File: src/rtl/uart_regfront_pkg.sv
`timescale 1ns/1ps
package uart_regfront_pkg;
  typedef enum logic [1:0] {
    IDX_RXD  = 2'd0,
    IDX_TXD  = 2'd1,
    IDX_STAT = 2'd2,
    IDX_CTRL = 2'd3
  } reg_idx_e;

  localparam int ST_RXAVAIL = 0;
  localparam int ST_RXFULL  = 1;
  localparam int ST_TXEMPTY = 2;
  localparam int ST_TXFULL  = 3;
  localparam int ST_PEND    = 4;
  localparam int ST_OVR     = 5;

  localparam int CT_RXRST = 1;
  localparam int CT_IE    = 4;
endpackage

File: src/rtl/uart_bus_decode.sv
`timescale 1ns/1ps
module uart_bus_decode
  import uart_regfront_pkg::*;
#(
  parameter int ADDR_W = 8
) (
  input  logic              sel,
  input  logic              we,
  input  logic [ADDR_W-1:0] addr,
  output logic              rd_any,
  output logic              in_map,
  output reg_idx_e          idx,
  output logic              rd_rxd,
  output logic              rd_stat,
  output logic              wr_txd,
  output logic              wr_stat,
  output logic              wr_ctrl
);
  localparam int IW = ADDR_W - 2;

  logic [IW-1:0] widx;
  logic          unused_lsb;

  assign widx       = addr[ADDR_W-1:2];
  assign unused_lsb = ^addr[1:0];
  assign in_map     = (widx >> 2) == '0;
  assign idx        = reg_idx_e'(widx[1:0]);

  logic rd_hit, wr_hit;
  assign rd_any = sel && !we;
  assign rd_hit = rd_any && in_map;
  assign wr_hit = sel && we && in_map;

  assign rd_rxd  = rd_hit && (idx == IDX_RXD);
  assign rd_stat = rd_hit && (idx == IDX_STAT);
  assign wr_txd  = wr_hit && (idx == IDX_TXD);
  assign wr_stat = wr_hit && (idx == IDX_STAT);
  assign wr_ctrl = wr_hit && (idx == IDX_CTRL);
endmodule

File: src/rtl/uart_rx_ring.sv
`timescale 1ns/1ps
module uart_rx_ring #(
  parameter int DEPTH = 8,
  parameter int DW    = 8,
  localparam int PW   = $clog2(DEPTH),
  localparam int CW   = $clog2(DEPTH + 1)
) (
  input  logic          clk,
  input  logic          rst_n,
  input  logic          in_valid,
  output logic          in_ready,
  input  logic [DW-1:0] in_data,
  input  logic          pop,
  input  logic          clear,
  output logic [DW-1:0] out_data,
  output logic          accept,
  output logic [CW-1:0] count,
  output logic [PW-1:0] wptr,
  output logic          overrun
);
  logic [CW-1:0] count_q;
  logic [PW-1:0] wptr_q;
  logic          ovr_q;
  logic [PW-1:0] rslot;
  logic          drop, dec;
  logic [DW-1:0] slot_val [DEPTH];

  assign in_ready = count_q != CW'(DEPTH);
  assign accept   = in_valid && in_ready && !clear;
  assign drop     = in_valid && !in_ready && !clear;
  assign dec      = pop && (count_q != '0);
  assign rslot    = wptr_q - count_q[PW-1:0];

  for (genvar g = 0; g < DEPTH; g++) begin : g_slot
    logic [DW-1:0] q;
    always_ff @(posedge clk or negedge rst_n) begin
      if (!rst_n)                              q <= '0;
      else if (accept && wptr_q == PW'(g))     q <= in_data;
    end
    assign slot_val[g] = q;
  end

  always_ff @(posedge clk or negedge rst_n) begin
    if (!rst_n) begin
      count_q <= '0;
      wptr_q  <= '0;
      ovr_q   <= 1'b0;
    end else if (clear) begin
      count_q <= '0;
      wptr_q  <= '0;
      ovr_q   <= 1'b0;
    end else begin
      count_q <= count_q + CW'(accept) - CW'(dec);
      if (accept) wptr_q <= wptr_q + 1'b1;
      if (drop)   ovr_q  <= 1'b1;
    end
  end

  assign out_data = slot_val[rslot];
  assign count    = count_q;
  assign wptr     = wptr_q;
  assign overrun  = ovr_q;
endmodule

File: src/rtl/uart_stat_irq.sv
`timescale 1ns/1ps
module uart_stat_irq
  import uart_regfront_pkg::*;
#(
  parameter int WORD_W = 32
) (
  input  logic              clk,
  input  logic              rst_n,
  input  logic              tx_wr,
  input  logic              push,
  input  logic              stat_rd,
  input  logic              rx_empty,
  input  logic              rx_full,
  input  logic              overrun,
  input  logic              irq_en,
  output logic              pend,
  output logic [WORD_W-1:0] status,
  output logic              irq
);
  logic pend_q;

  always_ff @(posedge clk or negedge rst_n) begin
    if (!rst_n)                              pend_q <= 1'b0;
    else if (tx_wr || push)                  pend_q <= 1'b1;
    else if (stat_rd && rx_empty)            pend_q <= 1'b0;
  end

  always_comb begin
    status              = '0;
    status[ST_RXAVAIL]  = !rx_empty;
    status[ST_RXFULL]   = rx_full;
    status[ST_TXEMPTY]  = 1'b1;
    status[ST_TXFULL]   = 1'b0;
    status[ST_PEND]     = pend_q;
    status[ST_OVR]      = overrun;
  end

  assign pend = pend_q;
  assign irq  = pend_q && irq_en;
endmodule

File: src/rtl/uart_regfront.sv
`timescale 1ns/1ps
module uart_regfront
  import uart_regfront_pkg::*;
#(
  parameter int ADDR_W  = 8,
  parameter int WORD_W  = 32,
  parameter int BYTE_W  = 8,
  parameter int DEPTH   = 8,
  localparam int PW     = $clog2(DEPTH),
  localparam int CW     = $clog2(DEPTH + 1)
) (
  input  logic              clk,
  input  logic              rst_n,
  input  logic              bus_sel,
  input  logic              bus_we,
  input  logic [ADDR_W-1:0] bus_addr,
  input  logic [WORD_W-1:0] bus_wdata,
  output logic [WORD_W-1:0] bus_rdata,
  input  logic              rx_valid,
  output logic              rx_ready,
  input  logic [BYTE_W-1:0] rx_data,
  output logic              tx_strobe,
  output logic [BYTE_W-1:0] tx_byte,
  output logic              irq,
  output logic              status_wr_err
);
  logic              rd_any, in_map, rd_rxd, rd_stat, wr_txd, wr_stat, wr_ctrl;
  reg_idx_e          idx;
  logic [WORD_W-1:0] ctrl_q, tx_q, status_w;
  logic [BYTE_W-1:0] ring_out;
  logic              rx_accept, rx_clear, ovr_q, pend_q;
  logic [CW-1:0]     rx_count;
  logic [PW-1:0]     rx_wptr;

  uart_bus_decode #(.ADDR_W(ADDR_W)) u_dec (
    .sel(bus_sel), .we(bus_we), .addr(bus_addr),
    .rd_any(rd_any), .in_map(in_map), .idx(idx),
    .rd_rxd(rd_rxd), .rd_stat(rd_stat), .wr_txd(wr_txd),
    .wr_stat(wr_stat), .wr_ctrl(wr_ctrl)
  );

  assign rx_clear = wr_ctrl && bus_wdata[CT_RXRST];

  uart_rx_ring #(.DEPTH(DEPTH), .DW(BYTE_W)) u_ring (
    .clk(clk), .rst_n(rst_n),
    .in_valid(rx_valid), .in_ready(rx_ready), .in_data(rx_data),
    .pop(rd_rxd), .clear(rx_clear), .out_data(ring_out),
    .accept(rx_accept), .count(rx_count), .wptr(rx_wptr), .overrun(ovr_q)
  );

  uart_stat_irq #(.WORD_W(WORD_W)) u_stat (
    .clk(clk), .rst_n(rst_n),
    .tx_wr(wr_txd), .push(rx_accept), .stat_rd(rd_stat),
    .rx_empty(rx_count == '0), .rx_full(rx_count == CW'(DEPTH)),
    .overrun(ovr_q), .irq_en(ctrl_q[CT_IE]),
    .pend(pend_q), .status(status_w), .irq(irq)
  );

  always_ff @(posedge clk or negedge rst_n) begin
    if (!rst_n) begin
      ctrl_q <= '0;
      tx_q   <= '0;
    end else begin
      if (wr_ctrl) ctrl_q <= bus_wdata;
      if (wr_txd)  tx_q   <= bus_wdata;
    end
  end

  always_comb begin
    bus_rdata = '0;
    if (rd_any && in_map) begin
      unique case (idx)
        IDX_RXD:  bus_rdata = WORD_W'(ring_out);
        IDX_TXD:  bus_rdata = tx_q;
        IDX_STAT: bus_rdata = status_w;
        IDX_CTRL: bus_rdata = ctrl_q;
      endcase
    end
  end

  assign tx_strobe     = wr_txd;
  assign tx_byte       = wr_txd ? bus_wdata[BYTE_W-1:0] : '0;
  assign status_wr_err = wr_stat;
endmodule

File: config.mk
export PLATFORM = sky130hd
export DESIGN_NAME = uart_regfront
export DESIGN_NICKNAME = d
export VERILOG_FILES = /design/src/rtl/uart_regfront_pkg.sv /design/src/rtl/uart_bus_decode.sv /design/src/rtl/uart_rx_ring.sv /design/src/rtl/uart_stat_irq.sv /design/src/rtl/uart_regfront.sv
export SDC_FILE = /design/constraint.sdc
export NUM_CORES = 1
export LEC_CHECK = 0
export ABC_AREA = 0
export ABC_CLOCK_PERIOD_IN_PS = 4000
export BUFFER_PORTS_ARGS = -buffer_cell sky130_fd_sc_hd__clkbuf_2
export CAP_MARGIN = 20
export CELL_PAD_IN_SITES_DETAIL_PLACEMENT = 1
export CELL_PAD_IN_SITES_GLOBAL_PLACEMENT = 1
export CORE_MARGIN = 2
export CORE_UTILIZATION = 40
export DETAILED_ROUTE_END_ITERATION = 12
export GPL_TIMING_DRIVEN = 0
export PLACE_DENSITY_LB_ADDON = 0.1
export SYNTH_ARGS = -nofsm -noshare
export SYNTH_HDL_FRONTEND = slang
export SYNTH_HIERARCHICAL = 1
export SYNTH_SLANG_ARGS = --single-unit
File: constraint.sdc
create_clock -name clk -period 4 [get_ports clk]
set_input_delay 0.8 -clock clk [delete_from_list [all_inputs] [get_ports clk]]
set_output_delay 0.8 -clock clk [all_outputs]
set_load 0.05 [all_outputs]
# Word-level counts from Yosys, hierarchy flattened
# Index checks and enable logic that the tools add are counted.
dict set report word_totals {
  register_bits 137
  output_inout_bits 44
  word_cells 83
}
dict set report op_classes {
  addsub 4
  order_cmp 1
  n_eq_ne 12
  n_mux 13
  bitwise_logic 1
  n_reduce_logical 38
}
# cell count
set ops {}
lappend ops {{one-hot mux 32 bit (4 select lines)} 1}
lappend ops {{two-way mux 32 bit} 1}
lappend ops {{logical AND 1 bit} 25}
lappend ops {{binary-select mux 8 bit (select 3 bit)} 1}
lappend ops {{two-way mux 8 bit} 3}
lappend ops {{equality test 3 bit, second input constant} 4}
lappend ops {{equality test 3 x 2 -> 1 bit, second input constant} 2}
lappend ops {{logical NOT 6 bit} 1}
lappend ops {{two-way mux 3 bit} 2}
lappend ops {{nonzero test 2 bit} 3}
lappend ops {{adder 4 x 1 -> 4 bit} 1}
lappend ops {{equality test 2 bit, second input constant} 2}
lappend ops {{equality test 4 bit, second input constant} 1}
lappend ops {{>= comparator 4 bit, second input constant} 1}
lappend ops {{logical NOT 1 bit} 4}
lappend ops {{logical NOT 4 bit} 1}
lappend ops {{two-way mux 1 bit} 4}
lappend ops {{two-way mux 4 bit} 1}
lappend ops {{inequality test 4 bit, second input constant} 1}
lappend ops {{inverter 3 -> 4 bit} 1}
lappend ops {{nonzero test 4 bit} 1}
lappend ops {{subtractor 4 x 1 -> 4 bit} 1}
lappend ops {{adder 3 x 1 -> 3 bit, second input constant} 1}
lappend ops {{equality test 3 x 1 -> 1 bit, second input constant} 1}
lappend ops {{other kinds (5)} 5}

# Depth between registers and ports, before layout
# Gate-level depths: netlist (run 1).
dict set report logic_depth {
  word_depth 9
  depth_mapped 13
  mapped_depth_nobuf 10
}

# Hierarchy
# Netlist (run 1), hierarchy kept.
# module n_inst cells_each area_each_um2
set modules_own_cells {}
lappend modules_own_cells {uart_rx_ring 1 235 3696.0}
lappend modules_own_cells {uart_regfront 1 260 3313.2}
lappend modules_own_cells {uart_stat_irq 1 38 287.8}
lappend modules_own_cells {uart_bus_decode 1 16 122.6}

# Least setup slack after synthesis (run 1)
# No wires, ideal clock.
dict set report synth_path {
  path_kind {input port to output port}
  start {in bus_addr[7]}
  end {out bus_rdata[11]}
  t_arrival_ps 3022
  required_time_ps 3200
  path_slack_ps 178
  stages 6
  path_buffers 2
  path_cell_list {or4_4 -> buf_6 -> inv_1 -> nand2_1 -> clkbuf_1 -> a211oi_1}
}
dict set report synth_via {
  elab_chain_len 3
}
# element line
set synth_rtl {}
lappend synth_rtl {{start: declaration} uart_regfront.sv:16} ;# input logic [ADDR_W-1:0] bus_addr,
lappend synth_rtl {{logical NOT 6 bit} uart_bus_decode.sv:26} ;# assign in_map = (widx >> 2) == '0;
lappend synth_rtl {{named net in_map} uart_regfront.sv:27} ;# logic rd_any, in_map, rd_rxd, rd_stat, wr_txd, wr_stat, wr_ctrl;
lappend synth_rtl {{logical AND 1 bit} uart_regfront.sv:71} ;# if (rd_any && in_map) begin
lappend synth_rtl {{two-way mux 32 bit} uart_regfront.sv:71}
lappend synth_rtl {{end: declaration} uart_regfront.sv:18} ;# output logic [WORD_W-1:0] bus_rdata,
# The timed path passes the listed nets, and every way through them passes these cells.

# Final worst setup path (run 1)
dict set report layout_path {
  start {reg u_ring.wptr_q[0], in the netlist u_ring/wptr[0]}
  end {out bus_rdata[7]}
}
dict set report layout_via {
  elab_chain_len 7
}
# element line
set layout_rtl {}
lappend layout_rtl {{start: declaration} uart_rx_ring.sv:22} ;# logic [PW-1:0] wptr_q;
lappend layout_rtl {{start signal: assignment} uart_rx_ring.sv:54} ;# if (accept) wptr_q <= wptr_q + 1'b1;
lappend layout_rtl {{subtractor 3 bit} uart_rx_ring.sv:32} ;# assign rslot = wptr_q - count_q[PW-1:0];
lappend layout_rtl {{inverter 3 -> 4 bit (implied by the code)} uart_rx_ring.sv:59} ;# assign out_data = slot_val[rslot];
lappend layout_rtl {{binary-select mux 8 bit (select 3 bit)} uart_rx_ring.sv:59}
lappend layout_rtl {{two-way mux 8 bit (implied by the code) (2 in series)} uart_rx_ring.sv:59}
lappend layout_rtl {{named net ring_out[7]} uart_regfront.sv:30} ;# logic [BYTE_W-1:0] ring_out;
lappend layout_rtl {{one-hot mux 32 bit (4 select lines)} uart_regfront.sv:72} ;# unique case (idx)
lappend layout_rtl {{two-way mux 32 bit} uart_regfront.sv:71}
# The timed path passes the listed nets, and every way through them passes these cells. The select of a mux whose other input is x is not followed.

==> impl_metrics.ini, run 1 <==
[timing]
tns_ps = 0
finalClockSkew_ps = 7.89
hold_violations = 0
fmax_mhz = 258
fin_crit_sh = 0.968
max_slew_margin = 0.418
rsz0062_at_grt = true
worstMarginPinSlew_ps = 868
period_needed_ps = 3870
slew_viol_final = 0
setup_viol = 0
fin_ws_ps = 128

[floorplan]
core-area_sq_mm = 0.0181
die-height_um = 140
dieArea_sq_mm = 0.0197
ios = 97
die_x_um = 140
num_rows = 49
initial_core_util = 0.410

[placement]
placed_area_sq_mm = 0.00831
port_buffers = 93
gp_congestion = 0.761
preCtsSetupSlack_ps = -344
hpwl_um = 12700

[clock_network]
path_clk_slew_ps = 60
cts_tree = yes
cts.sinks = 137
h-tree-depth = 4
cts_buffer_depth = 2
clk_latency_ps = 420
clock-root-buffer = clkbuf_16
cts_hold_buffers = 0
cts_buffers = 17

[synth]
yosys_warnings = 6
synth_top_area_frac = 0.462
synthCells = 549
synth_area_leader_cell = dfrtp_1
synth_seq_area_share = 0.462
ys_types = 46
synth.area.top_cells = dfrtp_1, mux2_2, mux2_4
syn_area_sq_mm = 0.00742
synth-edff-count = 0
ys_async_sr_fraction = 1.00
syn_area_per_cell_sq_um = 13.5
yosys_register_bits = 137
synthFlopType = dfrtp_1

[cells_and_area]
regArea_sq_mm = 0.00343
diodes = 0
syn2layout_area_growth_pct = 21.0
nets = 760
multi_input_comb_area_sq_mm = 0.00355
n_fill_cell = 1882
design_area_sq_mm = 0.00898
most-common-layout-cells = dfrtp_1, mux2_2, clkbuf_2, mux2i_1, buf_4
drive_above_1_share = 0.516
final_common_cell = dfrtp_1

[drt]
drtAntennaViolNets = 0
firstDrtPassIters = 4
post_drt_wl_per_cell_um = 18.8
routed_wl_um = 17600
drt_iter0_markers = 164
drc_errors = 0
vias_per_cell = 5.09
num_vias = 4756

[critical_path]
slowest_delay_ps = 620
worstSetupPathType = reg -> out
r2r_cells = 8
arrival_ps = 3070
crit_path_start_kind = register
cp.required_ps = 3200
path_max_fanout = 10
end_kind = output port
regToRegSetupSlack_ps = 1530
r2r_start = u_ring/count[2]
crit_path_cell_trace = inv_2 > ha_1 > inv_1 > fa_2 > clkbuf_16 > mux4_2 > mux2_2 > mux2i_1 > o22ai_1 > clkbuf_8
slowest_stage = fa_2
timing.rr.end = u_ring/count[3]

[grt]
grt_pass1_vias = 5356
grt-ovfl-total = 0
grt_usage = 0.191
grt_max_degree = 112
grt_pass1_wl_um = 29300
grt_antenna_before_repair = 0

[job]
maxCapViolations = 0

[power]
power_mw = 6.18
p_seq_frac = 0.336
pwr-share-clk = 0.242
vdd_drop_max_uv = 388
internal-power_mw = 4.24
power_density_mw_per_mm2 = 689
switching_power_mw = 1.95
p_leak_nw = 4.33
swShare = 0.315
combPwrFrac = 0.422

[min_path]
hp-class = in -> async

[status]
status = completed
[state kept, by name (all words and copies together) (netlist names)]
| register | flops |
|---|---|
| u_ring/g_slot.q | 64 |
| ctrl_q | 32 |
| u_ring/count | 4 |
| u_ring/overrun | 1 |
| tx_q | 32 |
| u_ring/wptr | 3 |
| u_stat/pend | 1 |
[logic make-up after synthesis]
kind of cell,synth area share
mux,0.327
buf+inv,0.0737
xor+xnor,0.00354
flops,0.462
other cells,0.00101
simple gates,0.0496
compound gates,0.0562
fa+ha+maj,0.0273
[layer usage]
layer | global-route usage | routed length, um | part of all wire
met5 | 0 | 0 | 0
met4 | 0.0431 | 161 | 0.0092
met3 | 0.0393 | 488 | 0.028
met2 | 0.343 | 9390 | 0.53
met1 | 0.238 | 7520 | 0.43
[synthesized netlist by cell type (3+ instances only)]
master and instances:
a211oi_1 24, a21oi_1 29, and2_1 10, and4_4 3, buf_2 15, buf_4 33, buf_6 8, clkbuf_1 5
dfrtp_1 137, ha_1 13, inv_1 15, mux2_2 105, mux2_4 32, mux2i_1 40, mux4_2 16, nand2_1 7
nand3_1 4, nor2_1 4, nor2b_1 3, nor3_2 6, o22ai_1 8
[through the flow]
stage,utilization,instances,hold WS [ps]
after floorplan,-,575,464
after global placement,0.457,897,482
after detailed placement,0.459,898,489
after CTS,0.495,932,256
after global routing,0.496,934,267
final,0.496,934,262
[power by group through the flow]
stage          Sequential (mW)  Clock, mW  Combinational (mW)
3_5_place_dp              2.10          0                2.43
4_1_cts                   2.08       1.54                2.60
3_3_place_gp              2.05          0                2.36
6_report                  2.08       1.50                2.61
2_1_floorplan             2.00          0                1.89
5_1_grt                   2.14       1.59                2.83
[critical path: cells and delay by family, from the launching register on]
| kind | cells | cell delay, ps |
|---|---|---|
| mux | 3 | 780 |
| fa+ha+maj | 2 | 760 |
| buf+inv | 4 | 560 |
| flops | 1 | 410 |
| compound gates | 1 | 140 |
[final cells by class]
type	instances	area share
clock buffer	19	0.0493
tap	229	0.0319
buffer	65	0.0569
sequential	137	0.382
multi-input combinational	356	0.396
timing repair buffer	99	0.0636
inverter	16	0.00697
clock inverter	13	0.0134
[worst max-delay path by stage]
stage	slack, ps	from	endpoint
after floorplan	180	bus_addr[7]	bus_rdata[11]
after global placement	-290	u_ring/wptr[0]	bus_rdata[7]
after detailed placement	-340	u_ring/wptr[0]	bus_rdata[0]
after CTS	20	u_ring/wptr[0]	bus_rdata[7]
after global routing	-4	u_ring/wptr[0]	bus_rdata[3]
final	130	u_ring/wptr[0]	bus_rdata[7]
[timing repair]
| action | in CTS | in global routing |
|---|---|---|
| pin swaps | 1 | 1 |
| setup endpoints to repair | 8 | 8 |
| gates resized for setup | 17 | 6 |
| buffers inserted | 3 | 2 |
| cloned | 0 | 0 |
Power figures use the tool's default switching activity.
==> run 2: changes to the inputs <==
CORE_UTILIZATION = 45   (was 40)
SLEW_MARGIN = 0   (was default)
==> impl_metrics.ini, run 2 (synthesized netlist as in run 1, its figures left out) <==
[power]
swShare = 0.315
switching_power_mw = 1.91
combPwrFrac = 0.415
internal-power_mw = 4.15
pwr-share-clk = 0.242
p_leak_nw = 4.30
p_seq_frac = 0.344
power_mw = 6.06
vdd_drop_max_uv = 390
power_density_mw_per_mm2 = 682

[cells_and_area]
most-common-layout-cells = dfrtp_1, mux2_2, clkbuf_2, mux2i_1, buf_4
reg.largest.list = u_ring/g_slot.q (64), ctrl_q (32), tx_q (32)
final_common_cell = dfrtp_1
design_area_sq_mm = 0.00889
post-route-util = 0.556
largest_register_ffs = 64
top_register = u_ring/g_slot.q
syn2layout_area_growth_pct = 19.8
final_cells = 917
drive_above_1_share = 0.508
nets = 756
diodes = 0

[clock_network]
cts_tree = yes
cts.sinks = 137
cts_buffer_depth = 2
h-tree-depth = 4
clock-root-buffer = clkbuf_16
cts_buffers = 17
clk_latency_ps = 430
path_clk_slew_ps = 60

[drt]
num_vias = 4768
routed_wl_um = 17700
firstDrtPassIters = 4
drtAntennaViolNets = 0
vias_per_cell = 5.20
drt_iter0_markers = 134
drc_errors = 0
post_drt_wl_per_cell_um = 19.3

[critical_path]
regToRegSetupSlack_ps = 1590
path_max_fanout = 10
worstSetupPathType = reg -> out
crit_path_start_kind = register
end_kind = output port
arrival_ps = 3100
cp.required_ps = 3200

[grt]
grt_pass1_vias = 5463
grt-ovfl-total = 0
grt_pass1_wl_um = 28800
grt_max_degree = 84
grt_usage = 0.213
grt_antenna_before_repair = 0

[timing]
fin_ws_ps = 101
max_slew_margin = 0.432
setup_viol = 0
worstMarginPinSlew_ps = 847
hold_violations = 0
fmax_mhz = 256
slew_viol_final = 0
finalClockSkew_ps = 7.20
rsz0062_at_grt = false
fin_crit_sh = 0.975
period_needed_ps = 3900

[placement]
preCtsSetupSlack_ps = -256
port_buffers = 93
dp_cells = 885
hpwl_um = 12400
placed_area_sq_mm = 0.00829
gp_congestion = 0.740

[floorplan]
initial_core_util = 0.464
core-area_sq_mm = 0.0160
num_rows = 46
dieArea_sq_mm = 0.0175
die-height_um = 132
die_x_um = 132
ios = 97

[status]
status = completed

[min_path]
hp-class = in -> async

[job]
maxCapViolations = 0
## run 2: changes by cell type in the layout (fill, tap and decap cells not counted), sizes merged
cell,before,now
buf,66,64
clkbuf,117,120
clkinvlp,3,1
inv,19,16
## run 2: final cells by class
class,count,area (sq um)
inverters,16,62.6
repair buffers,95,523
multi-input cells,356,3560
well taps,216,270
plain buffers,65,499
clock buffers,24,472
flip-flops and latches,137,3430
fillers,1658,7110
clock inverters,8,71.3
## run 2: worst paths after layout
path / start / end / cells after the start
setup reg to reg: u_ring/count[2] / u_ring/count[3] / 8
min in group clk: u_ring/g_slot[7].q[2] / u_ring/g_slot[7].q[2] / 1
setup / recovery: u_ring/wptr[0] / bus_rdata[1] / 10
max in group asynchronous: rst_n / ctrl_q[0] / 2
hold reg to reg: u_ring/g_slot[7].q[2] / u_ring/g_slot[7].q[2] / 1
hold / removal: rst_n / u_ring/g_slot[4].q[3] / 1
## run 2: what timing repair did
item	CTS	global route
gates resized for setup	11	9
buffers inserted	1	0
hold buffers	0	0
pin swaps	1	0
endpoints found under the setup margin	8	8
## run 2: power groups by stage
| stage | sequential (mW) | clock (mW) | combinational [mW] |
|---|---|---|---|
| 6_report | 2.08 | 1.47 | 2.51 |
| 3_3_place_gp | 2.05 | 0 | 2.33 |
| 5_1_grt | 2.14 | 1.57 | 2.70 |
| 3_5_place_dp | 2.09 | 0 | 2.39 |
| 4_1_cts | 2.08 | 1.50 | 2.51 |
| 2_1_floorplan | 2.00 | 0 | 1.89 |
## run 2: layer usage
layer,vias up,routed length [um],track usage
li1,2212,-,-
met1,2469,7420,0.249
met2,65,9500,0.386
met3,22,489,0.0431
met4,0,284,0.0759
met5,-,0,0
## run 2: through the flow
| step | hold slack, ps | setup TNS (ps) |
|---|---|---|
| after floorplan | 464 | 0 |
| after global placement | 481 | -3350 |
| after detailed placement | 490 | -1920 |
| after CTS | 336 | 0 |
| after global routing | 358 | 0 |
| final | 335 | 0 |
## run 2: critical path, stage by stage (launching register included)
cell and delay, ps:
dfrtp_1 420, inv_2 110, ha_1 140, inv_1 60
fa_2 610, clkbuf_8 200, mux4_2 330, mux2_2 300
mux2i_1 130, o22ai_1 130, clkbuf_4 250
